[config.mk]
export PLATFORM = sky130hd
export DESIGN_NAME = rx_addr_filter
export DESIGN_NICKNAME = d
export VERILOG_FILES = /design/src/rtl/rx_addr_filter.sv
export SDC_FILE = /design/constraint.sdc
export NUM_CORES = 1
export LEC_CHECK = 0
export BUFFER_PORTS_ARGS = -buffer_cell sky130_fd_sc_hd__buf_2
export CAP_MARGIN = 15
export CORE_AREA = 10 10 115 117
export CTS_CLUSTER_SIZE = 28
export DETAILED_ROUTE_END_ITERATION = 10
export DIE_AREA = 0 0 125 127
export HOLD_SLACK_MARGIN = 0.1
export PLACE_DENSITY = 0.76
export SLEW_MARGIN = 20
export SYNTH_ARGS = -nofsm -noshare
export SYNTH_HDL_FRONTEND = slang
export SYNTH_SLANG_ARGS = --single-unit
[constraint.sdc]
create_clock -name clk -period 3.5 [get_ports clk]
set_input_delay 0.35 -clock clk [delete_from_list [all_inputs] [get_ports clk]]
set_output_delay 0.35 -clock clk [all_outputs]
set_load 0.02 [all_outputs]
[src/rtl/rx_addr_filter.sv]
module rx_addr_filter #(
  parameter bit          SWAP_HASH  = 1'b0,
  parameter int          ADDR_BYTES = 6,
  parameter logic [31:0] CRC_POLY   = 32'h04C11DB7
) (
  input  logic                    clk,
  input  logic                    rst_n,
  input  logic                    in_valid,
  input  logic                    in_first,
  input  logic [7:0]              in_byte,
  input  logic [8*ADDR_BYTES-1:0] station_addr,
  input  logic [31:0]             hash_lo,
  input  logic [31:0]             hash_hi,
  input  logic [3:0]              rx_cfg,
  output logic                    result_valid,
  output logic                    accept,
  output logic                    phys_match,
  output logic                    bcast_match,
  output logic                    mcast_match
);
  localparam int ADDR_W = 8 * ADDR_BYTES;
  localparam int CNT_W  = $clog2(ADDR_BYTES + 1);

  function automatic logic [31:0] crc_step(input logic [31:0] c, input logic [7:0] b);
    logic [31:0] r;
    r = c;
    for (int i = 0; i < 8; i++) begin
      if (r[31] ^ b[i]) r = (r << 1) ^ CRC_POLY;
      else              r = r << 1;
    end
    return r;
  endfunction

  function automatic logic [31:0] bswap(input logic [31:0] w);
    return {w[7:0], w[15:8], w[23:16], w[31:24]};
  endfunction

  logic [ADDR_W-1:0] da_q;
  logic [31:0]       crc_q;
  logic [CNT_W-1:0]  cnt_q;
  logic              done_q;
  logic [63:0]       table_w;

  always_ff @(posedge clk) begin
    if (!rst_n) begin
      da_q   <= '0;
      crc_q  <= '1;
      cnt_q  <= '0;
      done_q <= 1'b0;
    end else if (in_valid) begin
      if (in_first) begin
        da_q   <= ADDR_W'(in_byte);
        crc_q  <= crc_step(32'hFFFF_FFFF, in_byte);
        cnt_q  <= CNT_W'(1);
        done_q <= (ADDR_BYTES == 1);
      end else if (cnt_q != '0 && !done_q) begin
        da_q[8*cnt_q +: 8] <= in_byte;
        crc_q  <= crc_step(crc_q, in_byte);
        cnt_q  <= cnt_q + CNT_W'(1);
        done_q <= (cnt_q == CNT_W'(ADDR_BYTES - 1));
      end
    end
  end

  generate
    if (SWAP_HASH) begin : g_swapped
      assign table_w = {bswap(hash_lo), bswap(hash_hi)};
    end else begin : g_plain
      assign table_w = {hash_hi, hash_lo};
    end
  endgenerate

  wire is_bc  = &da_q;
  wire is_grp = da_q[0] & ~is_bc;
  wire hit    = table_w[crc_q[31:26]];

  assign result_valid = done_q;
  assign phys_match   = done_q & (da_q == station_addr);
  assign bcast_match  = done_q & is_bc;
  assign mcast_match  = done_q & is_grp & hit;
  assign accept       = done_q & (rx_cfg[0] | (rx_cfg[1] & phys_match) |
                                  (rx_cfg[2] & mcast_match) | (rx_cfg[3] & bcast_match));
endmodule


==> results.sh <==
export IMPL_ff2ff_path_depth=9
export IMPL_cts_buffers=9
export IMPL_wl_per_cell_um=20.22
export IMPL_numPortBuffers=132
export IMPL_die_h_um=127
export IMPL_yosys_warnings=0
export IMPL_antenna_found_initial=0
export IMPL_syn_to_final_growth_pct=17.62
export IMPL_max_slew_margin_rel_pct=43.30
export IMPL_dpl_cell_count=928
export IMPL_htreeDepth=3
export IMPL_clkLatencyLatePin_ns=0.35
export IMPL_power_density_nw_per_um2=457.8
export IMPL_ctsResizeCount=0
export IMPL_timing_critical_path_from="crc_q[27]"
export IMPL_synthArstFlopShare_pct=0
export IMPL_drtIter0Drc=638
export IMPL_synth_edf_count=0
export IMPL_vias=5676
export IMPL_cp_end_kind="output port"
export IMPL_post_cts_buffers=0
export IMPL_fin_crit_sh_pct=83.77
export IMPL_synth_seq_cells=84
export IMPL_synth_nets=822
export IMPL_clock_sinks=84
export IMPL_drt_pass1_iter_count=5
export IMPL_crit_end="accept"
export IMPL_cts_root_buf="clkbuf_16"
export IMPL_critPathRequiredTime_ns=3.15
export IMPL_grt_pass1_vias=5882
export IMPL_drcViolationCount=0
export IMPL_status="finished clean"
export IMPL_worstReg2RegEnd="da_q[35]"
export IMPL_nFillCells=936
export IMPL_grt_usage_pct=22.97
export IMPL_grt_max_degree=54
export IMPL_tns_ns=0
export IMPL_hold_class="in -> reg"
export IMPL_fin_crit_ns=2.932
export IMPL_tightestPinTransition_ns=0.8473
export IMPL_synth_area_um2=5872
export IMPL_layout_drive_gt1_share_pct=22.97
export IMPL_maxCapViolations=0
export IMPL_post_route_util_pct=62.08
export IMPL_avgSynthCellArea_um2=8.535
export IMPL_p_leak_uw=0.002738
export IMPL_final_cell_mix="buf_2, xnor2_1, dfxtp_1, nand2_1, nor2_1"
export IMPL_ys_seq_area_share_pct=28.64
export IMPL_instances_no_fill=944
export IMPL_final_setup_viol_count=0
export IMPL_tritoncts="built"
export IMPL_gp_congestion=0.9121
export IMPL_maxSlewViolCount=0
export IMPL_finalHoldWorstSlack_ns=0.4382
export IMPL_start_util_pct=52.78
export IMPL_ys_flop_type="dfxtp_1"
export IMPL_fp_dieW_um=125
export IMPL_crit_fanout=14
export IMPL_max_clock_path_buffers=2
export IMPL_core_area_um2=11130
export IMPL_rsz0062_at_grt="no"
export IMPL_diodes=0
export IMPL_synth_distinct_cells=53
export IMPL_worstPathArrival_ns=2.58
export IMPL_hold_viol=0
export IMPL_path_class="reg -> out"
export IMPL_layout_commonest_cell="buf_2"
export IMPL_grt_ovfl_total=0
export IMPL_holdBufCountCts=0
export IMPL_cp_start_kind="flop"
export IMPL_hpwl_um=14020
export IMPL_syn_inst=688
export IMPL_wl_um=19080
export IMPL_io_pins=133
export IMPL_detail_route_antenna_nets=0
export IMPL_design_die_area_um2=15880
export IMPL_ir_worst_vdd_mv=0.2324
export IMPL_grt_pass1_wl_um=30170
export IMPL_finClkSkew_ns=0.01041
export IMPL_path_clk_slew_ns=0.06
export IMPL_regToRegSetupSlack_ns=0.63
export IMPL_fmax_mhz=341.1
export IMPL_rows=39
export IMPL_drt_vias_per_instance=6.013
export IMPL_r2r_start="cnt_q[0]"
export IMPL_nNetsFinal=930
[critical path: stages, from the launching register on]
cell	delay, ns
dfxtp_1	0.61
buf_4	0.32
mux4_2	0.32
a22o_1	0.24
a31oi_1	0.14
nand4_1	0.13
nand4_1	0.20
a31oi_1	0.10
buf_2	0.17
[metal layers]
layer	track usage, %	wire length [um]
met2	40.11	9407
met1	27.39	7522
met4	8.943	548
met5	0	0
met3	4.301	1605
[flip-flops by register name (all words and copies together) (netlist names)]
name	cells
cnt_q	3
crc_q	32
result_valid	1
da_q	48
[report_power, final]
group          switching (uW)  total, uW  internal, uW
sequential               66.5       1080          1010
clock                     415        959           543
combinational             574       1130           552
total                    1060       3160          2110
[stage by stage]
step | cell area (um^2) | setup slack, ns | power [uW]
after detailed placement | 6601 | 0.6971 | 2196
after floorplan | 5872 | 0.8202 | 1944
after global routing | 6907 | 0.3269 | 3295
after CTS | 6899 | 0.5333 | 3152
after global placement | 6601 | 0.8987 | 2170
final | 6907 | 0.5679 | 3162
[worst min path at each step]
stage | startpoint | endpoint | slack, ns | cells past startpoint
2_1_floorplan | crc_q[1] | crc_q[1] | 0.44 | 2
3_3_place_gp | da_q[1] | da_q[1] | 0.47 | 2
3_5_place_dp | da_q[1] | da_q[1] | 0.47 | 2
4_1_cts | rst_n | crc_q[6] | 0.42 | 2
5_1_grt | rst_n | crc_q[9] | 0.45 | 2
6_report | rst_n | crc_q[9] | 0.44 | 2
[final cells by class]
type                            count  area, um^2  area share [%]
Clock buffer                       12       266.5           3.859
Clock inverter                      4       31.28          0.4529
Inverter                           22       82.58           1.196
Multi-Input combinational cell    539        3945           57.12
Sequential cell                    84        1682           24.35
Tap cell                          143       178.9           2.591
Timing Repair Buffer              140       720.7           10.43
[cell families after synthesis]
group / share of synthesized area, %
buffers and inverters: 4.368
multiplexers: 6.819
AO/OA/AOI/OAI: 14.77
XOR/XNOR: 26.23
adder cells (fa/ha/maj): 1.278
flip-flops: 28.64
AND/OR/NAND/NOR: 17.90
[Yosys cell counts, drive strengths merged, types with 10 or more instances]
cell type  instances  area [um^2]
inv               22        82.58
a22oi             20        150.1
buf               14        65.06
dfxtp             84         1682
o21ai             17        85.08
nand4             24        150.1
nor4              10        62.56
mux4              15        337.8
o211ai            14        105.1
nand2             81        304.0
nor2              47        176.4
xnor2            109         1015
xor2              42        390.4
clkbuf            29        108.9
a21oi             46        230.2
nand3             30        150.1
Note: power is estimated with default switching activity, not from simulation.
